`config.mk`:
```
export PLATFORM = sky130hd
export DESIGN_NAME = posted_wr_parity
export DESIGN_NICKNAME = d
export VERILOG_FILES = /design/src/rtl/pwpe_pkg.sv /design/src/rtl/pwpe_par_chk.sv /design/src/rtl/pwpe_par_gen.sv /design/src/rtl/pwpe_far_mon.sv /design/src/rtl/pwpe_stat.sv /design/src/rtl/posted_wr_parity.sv
export SDC_FILE = /design/constraint.sdc
export NUM_CORES = 1
export LEC_CHECK = 0
export BUFFER_PORTS_ARGS = -buffer_cell sky130_fd_sc_hd__buf_2
export CORE_MARGIN = 2
export CORE_UTILIZATION = 41
export CTS_CLUSTER_DIAMETER = 30
export CTS_CLUSTER_SIZE = 14
export DETAILED_ROUTE_END_ITERATION = 8
export PLACE_DENSITY = 0.89
export SYNTH_ARGS = -nofsm -noshare
export SYNTH_HDL_FRONTEND = slang
export SYNTH_SLANG_ARGS = --single-unit
```
`constraint.sdc`:
```
create_clock -name clk_i -period 3.5 [get_ports clk_i]
set_clock_uncertainty 0.15 [all_clocks]
set_input_delay 0.525 -clock clk_i [delete_from_list [all_inputs] [get_ports clk_i]]
set_output_delay 0.525 -clock clk_i [all_outputs]
set_load 0.01 [all_outputs]
```
`src/rtl/pwpe_pkg.sv`:
```
package pwpe_pkg;
  localparam int unsigned STAT_W   = 4;
  localparam int unsigned ST_P_PED = 0;
  localparam int unsigned ST_S_PED = 1;
  localparam int unsigned ST_S_DPD = 2;
  localparam int unsigned ST_P_SSE = 3;

  typedef struct packed {
    logic we;
    logic bad;
  } tag_t;
endpackage

```
`src/rtl/pwpe_par_chk.sv`:
```
module pwpe_par_chk #(
  parameter int unsigned DATA_W = 32,
  parameter int unsigned BE_W   = 4
) (
  input  logic              clk_i,
  input  logic              rst_ni,
  input  logic              dphase_i,
  input  logic [DATA_W-1:0] ad_i,
  input  logic [BE_W-1:0]   cbe_i,
  input  logic              par_i,
  input  logic              pe_en_i,
  output pwpe_pkg::tag_t    tag_o,
  output logic              det_o,
  output logic              perr_no
);
  logic pend_q, dpar_q, err_q, we_q, perr_q;

  // stage 1: data parity, stage 2: compare with late PAR, stage 3: PERR#
  always_ff @(posedge clk_i or negedge rst_ni) begin
    if (!rst_ni) begin
      pend_q <= 1'b0;
      dpar_q <= 1'b0;
      err_q  <= 1'b0;
      we_q   <= 1'b0;
      perr_q <= 1'b1;
    end else begin
      pend_q <= dphase_i;
      dpar_q <= ^{ad_i, cbe_i};
      err_q  <= pend_q & (dpar_q ^ par_i);
      we_q   <= pend_q;
      perr_q <= ~(err_q & pe_en_i);
    end
  end

  assign tag_o.we  = we_q;
  assign tag_o.bad = err_q;
  assign det_o     = err_q;
  assign perr_no   = perr_q;

  AST_PERR_AFTER_PHASE: assert property (@(posedge clk_i) disable iff (!rst_ni)
    !perr_no |-> $past(dphase_i, 3));
  AST_TAG_WE_TIMING: assert property (@(posedge clk_i) disable iff (!rst_ni)
    tag_o.we |-> $past(dphase_i, 2));
  AST_TAG_NEEDS_WE: assert property (@(posedge clk_i) disable iff (!rst_ni)
    tag_o.bad |-> tag_o.we);
endmodule

```
`src/rtl/pwpe_par_gen.sv`:
```
module pwpe_par_gen #(
  parameter int unsigned DATA_W = 32,
  parameter int unsigned BE_W   = 4
) (
  input  logic              clk_i,
  input  logic              rst_ni,
  input  logic              vld_i,
  input  logic [DATA_W-1:0] ad_i,
  input  logic [BE_W-1:0]   cbe_i,
  input  logic              tag_i,
  output logic              par_o
);
  logic par_q;

  // tagged entries leave with inverted parity
  always_ff @(posedge clk_i or negedge rst_ni) begin
    if (!rst_ni) par_q <= 1'b0;
    else         par_q <= vld_i & (^{ad_i, cbe_i} ^ tag_i);
  end

  assign par_o = par_q;
endmodule

```
`src/rtl/pwpe_far_mon.sv`:
```
module pwpe_far_mon #(
  parameter int unsigned RPT_DLY = 2
) (
  input  logic clk_i,
  input  logic rst_ni,
  input  logic vld_i,
  input  logic tag_i,
  input  logic perr_ni,
  input  logic s_pe_en_i,
  input  logic p_pe_en_i,
  input  logic serr_en_i,
  input  logic serr_dis_i,
  output logic dpd_set_o,
  output logic sse_set_o,
  output logic serr_no
);
  logic [RPT_DLY-1:0] vld_sr, tag_sr;
  logic               hit, serr_q;

  generate
    if (RPT_DLY == 1) begin : g_d1
      always_ff @(posedge clk_i or negedge rst_ni) begin
        if (!rst_ni) begin
          vld_sr <= '0;
          tag_sr <= '0;
        end else begin
          vld_sr <= vld_i;
          tag_sr <= tag_i;
        end
      end
    end else begin : g_dn
      always_ff @(posedge clk_i or negedge rst_ni) begin
        if (!rst_ni) begin
          vld_sr <= '0;
          tag_sr <= '0;
        end else begin
          vld_sr <= {vld_sr[RPT_DLY-2:0], vld_i};
          tag_sr <= {tag_sr[RPT_DLY-2:0], tag_i};
        end
      end
    end
  endgenerate

  // report lines up with the phase RPT_DLY edges earlier
  assign hit       = vld_sr[RPT_DLY-1] & ~perr_ni;
  assign dpd_set_o = hit & s_pe_en_i;
  assign sse_set_o = hit & serr_en_i & ~serr_dis_i & s_pe_en_i & p_pe_en_i
                   & ~tag_sr[RPT_DLY-1];

  always_ff @(posedge clk_i or negedge rst_ni) begin
    if (!rst_ni) serr_q <= 1'b1;
    else         serr_q <= ~sse_set_o;
  end

  assign serr_no = serr_q;

  AST_SERR_ENABLED: assert property (@(posedge clk_i) disable iff (!rst_ni)
    !serr_no |-> $past(serr_en_i && !serr_dis_i && s_pe_en_i && p_pe_en_i));
  AST_SERR_NEEDS_REPORT: assert property (@(posedge clk_i) disable iff (!rst_ni)
    !serr_no |-> !$past(perr_ni));
  AST_SERR_NOT_FORWARDED: assert property (@(posedge clk_i) disable iff (!rst_ni)
    !serr_no |-> !$past(tag_i, 3));
  AST_DPD_NEEDS_EN: assert property (@(posedge clk_i) disable iff (!rst_ni)
    dpd_set_o |-> s_pe_en_i);
endmodule

```
`src/rtl/pwpe_stat.sv`:
```
module pwpe_stat #(
  parameter int unsigned W = 4
) (
  input  logic         clk_i,
  input  logic         rst_ni,
  input  logic [W-1:0] set_i,
  input  logic [W-1:0] clr_i,
  output logic [W-1:0] stat_o
);
  generate
    for (genvar g = 0; g < W; g++) begin : g_bit
      logic bit_q;
      always_ff @(posedge clk_i or negedge rst_ni) begin
        if (!rst_ni)       bit_q <= 1'b0;
        else if (set_i[g]) bit_q <= 1'b1;
        else if (clr_i[g]) bit_q <= 1'b0;
      end
      assign stat_o[g] = bit_q;

      AST_STAT_STICKY: assert property (@(posedge clk_i) disable iff (!rst_ni)
        ($past(stat_o[g]) && !$past(clr_i[g])) |-> stat_o[g]);
      AST_STAT_SET_WINS: assert property (@(posedge clk_i) disable iff (!rst_ni)
        $past(set_i[g]) |-> stat_o[g]);
    end
  endgenerate
endmodule

```
`src/rtl/posted_wr_parity.sv`:
```
module posted_wr_parity #(
  parameter int unsigned DATA_W = 32,
  parameter int unsigned BE_W   = 4
) (
  input  logic                        clk_i,
  input  logic                        rst_ni,
  input  logic                        p_pe_en_i,
  input  logic                        s_pe_en_i,
  input  logic                        serr_en_i,
  input  logic                        pw_serr_dis_i,
  input  logic                        p_dphase_i,
  input  logic [DATA_W-1:0]           p_ad_i,
  input  logic [BE_W-1:0]             p_cbe_i,
  input  logic                        p_par_i,
  output logic                        p_perr_no,
  output logic                        dn_tag_we_o,
  output logic                        dn_tag_o,
  input  logic                        s_dphase_i,
  input  logic [DATA_W-1:0]           s_ad_i,
  input  logic [BE_W-1:0]             s_cbe_i,
  input  logic                        s_par_i,
  output logic                        s_perr_no,
  output logic                        up_tag_we_o,
  output logic                        up_tag_o,
  input  logic                        dn_out_vld_i,
  input  logic [DATA_W-1:0]           dn_out_ad_i,
  input  logic [BE_W-1:0]             dn_out_cbe_i,
  input  logic                        dn_out_tag_i,
  output logic                        s_par_o,
  input  logic                        s_perr_ni,
  input  logic                        up_out_vld_i,
  input  logic [DATA_W-1:0]           up_out_ad_i,
  input  logic [BE_W-1:0]             up_out_cbe_i,
  input  logic                        up_out_tag_i,
  output logic                        p_par_o,
  output logic                        p_serr_no,
  input  logic [pwpe_pkg::STAT_W-1:0] stat_clr_i,
  output logic [pwpe_pkg::STAT_W-1:0] stat_o
);
  import pwpe_pkg::*;

  localparam int unsigned RPT_DLY = 2;

  tag_t              dn_tag, up_tag;
  logic              p_det, s_det, dpd_set, sse_set;
  logic [STAT_W-1:0] stat_set;

  pwpe_par_chk #(.DATA_W(DATA_W), .BE_W(BE_W)) u_chk_p (
    .clk_i, .rst_ni,
    .dphase_i (p_dphase_i), .ad_i (p_ad_i), .cbe_i (p_cbe_i), .par_i (p_par_i),
    .pe_en_i  (p_pe_en_i),  .tag_o (dn_tag), .det_o (p_det), .perr_no (p_perr_no)
  );

  pwpe_par_chk #(.DATA_W(DATA_W), .BE_W(BE_W)) u_chk_s (
    .clk_i, .rst_ni,
    .dphase_i (s_dphase_i), .ad_i (s_ad_i), .cbe_i (s_cbe_i), .par_i (s_par_i),
    .pe_en_i  (s_pe_en_i),  .tag_o (up_tag), .det_o (s_det), .perr_no (s_perr_no)
  );

  pwpe_par_gen #(.DATA_W(DATA_W), .BE_W(BE_W)) u_gen_s (
    .clk_i, .rst_ni,
    .vld_i (dn_out_vld_i), .ad_i (dn_out_ad_i), .cbe_i (dn_out_cbe_i),
    .tag_i (dn_out_tag_i), .par_o (s_par_o)
  );

  pwpe_par_gen #(.DATA_W(DATA_W), .BE_W(BE_W)) u_gen_p (
    .clk_i, .rst_ni,
    .vld_i (up_out_vld_i), .ad_i (up_out_ad_i), .cbe_i (up_out_cbe_i),
    .tag_i (up_out_tag_i), .par_o (p_par_o)
  );

  pwpe_far_mon #(.RPT_DLY(RPT_DLY)) u_far (
    .clk_i, .rst_ni,
    .vld_i      (dn_out_vld_i), .tag_i     (dn_out_tag_i), .perr_ni (s_perr_ni),
    .s_pe_en_i  (s_pe_en_i),    .p_pe_en_i (p_pe_en_i),    .serr_en_i (serr_en_i),
    .serr_dis_i (pw_serr_dis_i),
    .dpd_set_o  (dpd_set),      .sse_set_o (sse_set),      .serr_no (p_serr_no)
  );

  always_comb begin
    stat_set           = '0;
    stat_set[ST_P_PED] = p_det;
    stat_set[ST_S_PED] = s_det;
    stat_set[ST_S_DPD] = dpd_set;
    stat_set[ST_P_SSE] = sse_set;
  end

  pwpe_stat #(.W(STAT_W)) u_stat (
    .clk_i, .rst_ni, .set_i (stat_set), .clr_i (stat_clr_i), .stat_o (stat_o)
  );

  assign dn_tag_we_o = dn_tag.we;
  assign dn_tag_o    = dn_tag.bad;
  assign up_tag_we_o = up_tag.we;
  assign up_tag_o    = up_tag.bad;

  AST_SSE_WITH_SERR: assert property (@(posedge clk_i) disable iff (!rst_ni)
    !p_serr_no |-> stat_o[ST_P_SSE]);
  AST_PED_WITH_PERR: assert property (@(posedge clk_i) disable iff (!rst_ni)
    !p_perr_no |-> stat_o[ST_P_PED]);
endmodule

```
=== Word-level counts from Yosys, hierarchy flattened ===
Cells that the tools add are included.

* Register bits after elaboration: 21
* Word-level logic and storage cells: 58

* Multiplexer cells: 8
* Bitwise gates (word level): 23
* Reduce and logical (&&, ||, !) cells: 8

{| class="wikitable"
|+ Operators with widths
! cell !! count
|-
| $reduce_xor 36->1 || 4
|-
| $and 1x1->1 || 13
|-
| $mux 1 || 8
|-
| $reduce_bool 2->1 || 4
|-
| $not 1->1 || 6
|-
| $xor 1x1->1 || 4
|}

=== Logic depth before layout (Yosys ltp) ===
* Depth in word-level cells: 8
* Mapped depth: 5

=== By module ===
Synthesis repeated with hierarchy kept, for this count alone.

* Cell total of the unflattened synthesis: 183
* Area total of the unflattened synthesis: 2019.4 µm²

{| class="wikitable"
|+ Modules (own cells, without submodules)
! module !! area an instance (µm²) !! sequential area each (µm²) !! cells an instance !! instances
|-
| pwpe_par_chk || 471.7 || 126.4 || 44 || 2
|-
| pwpe_par_gen || 371.6 || 25.0 || 35 || 2
|-
| pwpe_stat || 175.2 || 100.1 || 16 || 1
|-
| pwpe_far_mon || 157.7 || 126.4 || 9 || 1
|}

=== Worst setup path before layout ===
Ideal clock, no wire load.

* Path kind: input port to flip-flop
* Start point: input up_out_ad_i[14]
* End point: register u_gen_p.par_q (netlist: u_gen_p.par_o)
* Slack: 1.716 ns
* Buffers on the path: 0
* Stages on the path: 5
* Arrival time: 1.555 ns
* Library setup time: 0.079 ns
* Cells stage by stage: xnor3_1 -> xnor3_1 -> xnor3_1 -> nand2b_1 -> mux2i_1

* Cells in the longest elaborated chain, start to end: 3

{| class="wikitable"
|+ RTL lines
! element !! RTL line !! source
|-
| from (decl) || posted_wr_parity.sv:32 || <nowiki>input logic [DATA_W-1:0] up_out_ad_i,</nowiki>
|-
| $reduce_xor 36->1 || pwpe_par_gen.sv:18 || <nowiki>else par_q <= vld_i & (^{ad_i, cbe_i} ^ tag_i);</nowiki>
|-
| $xor 1x1->1 || pwpe_par_gen.sv:18 ||
|-
| $and 1x1->1 || pwpe_par_gen.sv:18 ||
|-
| to (signal assigned) || pwpe_par_gen.sv:18 ||
|-
| to (decl) || pwpe_par_gen.sv:13 || <nowiki>logic par_q;</nowiki>
|}

Every way passes these cells.
A chain may end at the register's enable or synchronous reset.

=== Worst setup path in the final report ===
* Start point: input dn_out_ad_i[10]
* End point: register u_gen_s.par_q (netlist: u_gen_s.par_o)

* Cells in the longest elaborated chain, start to end: 3

{| class="wikitable"
|+ RTL lines
! element !! RTL line !! source
|-
| from (decl) || posted_wr_parity.sv:26 || <nowiki>input logic [DATA_W-1:0] dn_out_ad_i,</nowiki>
|-
| $reduce_xor 36->1 || pwpe_par_gen.sv:18 ||
|-
| $xor 1x1->1 || pwpe_par_gen.sv:18 ||
|-
| $and 1x1->1 || pwpe_par_gen.sv:18 ||
|-
| to (signal assigned) || pwpe_par_gen.sv:18 ||
|-
| to (decl) || pwpe_par_gen.sv:13 ||
|}

Every way passes these cells.

==> results.json <==
{
  "drv_cap": 0,
  "ys_seq_area_share_pct": 26.84,
  "setup_viol": 0,
  "post_dp_cell_area_um2": 2885,
  "gr-usage-all-layers_pct": 15.93,
  "wl_per_cell_um": 10.50,
  "coreArea_um2": 4692,
  "antenna_found_initial": 0,
  "clock_sinks": 21,
  "post-route-min-period_ps": 1692,
  "syn_avg_cell_area_um2": 11.08,
  "fmax_mhz": 591.1,
  "dpl.hpwl_um": 3988,
  "maxSlewViolCount": 0,
  "grt-ovfl-total": 0,
  "yosysTopAreaCellShare_pct": 47.08,
  "fin_area_um2": 2932,
  "cts_resized": 0,
  "nets": 517,
  "peakVddDrop_uv": 246.2,
  "die_height_um": 73.35,
  "busiest_layer": "met2",
  "crit_path_end": "u_gen_s.par_o",
  "status": "complete, no violations",
  "layout-drive-gt1-share_pct": 51.56,
  "use_met3_pct": 1.783,
  "path_cells": "buf_2, xor2_1, xnor2_1, xnor2_1, xnor3_1, mux2i_1",
  "cts_tree": "yes",
  "postSynthCellCount": 178,
  "die_w_um": 73.35,
  "crit_path_frequent_cell": "xnor2_1",
  "start_util_pct": 42.03,
  "grt_start_max_net_pins": 22,
  "p_per_area_nw_per_um2": 384.7,
  "ys_types": 15,
  "globalRouteMet2Util_pct": 35.14,
  "wirelength_um": 4274,
  "max_slew_margin_pct": 69.62,
  "ys_ff_latch": 21,
  "ant_nets": 0,
  "worstMarginPinSlew_ps": 455.6,
  "synthTopCellsByArea": "xnor2_1, dfrtp_1, xnor3_1",
  "min_path_type": "input pin to async pin",
  "route.detailed.drc": 0,
  "ff2ff_setup_slack_ps": 2260,
  "clk_pin_slew_ps": 80,
  "rr_worst_depth": 3,
  "drtPass1Iterations": 4,
  "post-place-ws_ps": 1515,
  "critPathMaxFanout": 1,
  "critPathLaunch": "dn_out_ad_i[10]",
  "syn-num-nets": 341,
  "fp-row-count": 25,
  "cts_root_buf": "clkbuf_8",
  "cts_buffers": 3,
  "ys.warnings.count": 0,
  "r2r_start": "u_far.vld_sr[1]",
  "cp.required_ps": 3490,
  "cpPeakStageDelay_ps": 420,
  "grt_pass1_wl_um": 6789,
  "first_global_vias": 1809,
  "design_power_total_mw": 1.128,
  "io_pins": 176,
  "num_antenna_cells": 0,
  "end_kind": "register",
  "postCtsSetupBuffers": 0,
  "vias": 1764,
  "vias_per_cell": 4.334,
  "layout_setup_ws_ps": 1808,
  "syn_area_um2": 1972,
  "num-fill-cells": 404,
  "port_buffers": 175,
  "htreeDepth": 1,
  "seq_area_um2": 529.3,
  "worst_r2r_endpoint": "u_stat.g_bit[3].bit_q",
  "rsz0062_at_grt": "false",
  "hold_viol_final": 0,
  "critPathSlowestCell": "xnor3_1",
  "met1_usage_pct": 14.45,
  "power.leakage_nw": 1.476,
  "startpoint_type": "input pin",
  "setup_tns_ps": 0,
  "ctsLongestPathBuffers": 2,
  "finalCritPeriodShare_pct": 48.33,
  "clock_latency_ps": 250,
  "gp_congestion": 0.7262,
  "die_area_um2": 5380,
  "worstSetupPathType": "input pin to register",
  "yosys.area.top_type": "xnor2_1",
  "drtIter0Drc": 32,
  "areaGrowthSynthToFinish_pct": 48.67,
  "cts_hold_buf": 0,
  "multi_input_area_um2": 1398,
  "critPathArrivalTime_ps": 1690
}
==> how the worst min path moves through the flow <==
stage	startpoint	cells after the start	endpoint	slack, ps
floorplan	rst_ni	0	u_chk_p.det_o	80
global placement	u_far.tag_sr[0]	0	u_far.tag_sr[1]	190
detailed placement	u_far.vld_sr[0]	0	u_far.vld_sr[1]	190
CTS	rst_ni	1	u_chk_s.pend_q	60
global route	rst_ni	1	u_stat.g_bit[2].bit_q	90
finish	rst_ni	1	u_stat.g_bit[1].bit_q	60
==> layout by cell type (no fill, tap or decap), drive strengths merged <==
cell type	Yosys	layout
mux2i	2	2
or4	1	1
nand2	5	5
xnor3	10	10
dfrtp	18	18
and2	2	2
o21ai	2	2
nand3b	1	1
clkinv	0	1
nand2b	2	2
inv	4	4
a21o	2	2
buf	4	175
dfstp	3	3
xor2	16	16
clkbuf	0	3
xnor2	106	106
==> stage by stage <==
stage	hold WS, ps	instances	util (%)
4_1_cts	64.18	407	62.48
6_report	56.78	407	62.48
2_1_floorplan	79.41	178	-
3_3_place_gp	185.2	403	61.49
3_5_place_dp	188.5	403	61.49
5_1_grt	91.24	407	62.48
==> critical path: cells and delay by family <==
kind / cells / cell delay, ps
XOR/XNOR: 4 / 920
multiplexers: 1 / 130
buffers and inverters: 1 / 100
==> logic make-up (layout without fill, tap and decap cells) <==
logic type      count (synthesis)  count (layout)  synth area share [%]
compound gates                  4               4                 1.269
xor+xnor                      132             132                 65.61
buf+inv                         8             183                 2.284
flops                          21              21                 26.84
mux                             2               2                 1.015
simple gates                   11              11                 2.982
==> flip-flops by register name (all words and copies together), names as in the netlist <==
name and count:
u_gen_p.par_o 1, u_chk_s.pend_q 1, u_chk_p.det_o 1, u_chk_s.det_o 1
u_chk_p.pend_q 1, u_far.serr_no 1, u_stat.g_bit.bit_q 4, u_chk_s.we_q 1
u_far.vld_sr 2, u_chk_p.we_q 1, u_gen_s.par_o 1, u_chk_p.dpar_q 1
u_chk_p.perr_no 1, u_far.tag_sr 2, u_chk_s.perr_no 1, u_chk_s.dpar_q 1
==> layout make-up <==
type / count / area share (%)
multi-input combinational: 149 / 47.67
timing repair buffer: 175 / 29.88
sequential: 21 / 18.05
tap: 54 / 2.305
clock buffer: 3 / 1.408
inverter: 4 / 0.5122
clock inverter: 1 / 0.1707
==> report_power, final <==
part           leakage, nW  switching [mW]  internal, mW
Clock               0.0255          0.0755        0.0791
Sequential           0.251          0.0234         0.297
Combinational         1.20           0.238         0.414
==> per-layer routing <==
| metal | wire length [um] | part of all wire, % |
|---|---|---|
| met1 | 1332 | 31 |
| met2 | 2534 | 59 |
| met3 | 369 | 8.6 |
| met4 | 37 | 0.87 |
| met5 | 0 | 0 |
==> cells in the mapped netlist, drive strengths merged <==
cell type	count
xor2	16
xnor2	106
a21o	2
nand2b	2
and2	2
buf	4
dfrtp	18
xnor3	10
o21ai	2
inv	4
dfstp	3
mux2i	2
nand2	5
nand3b	1
or4	1
(Power assumes the default switching activity.)
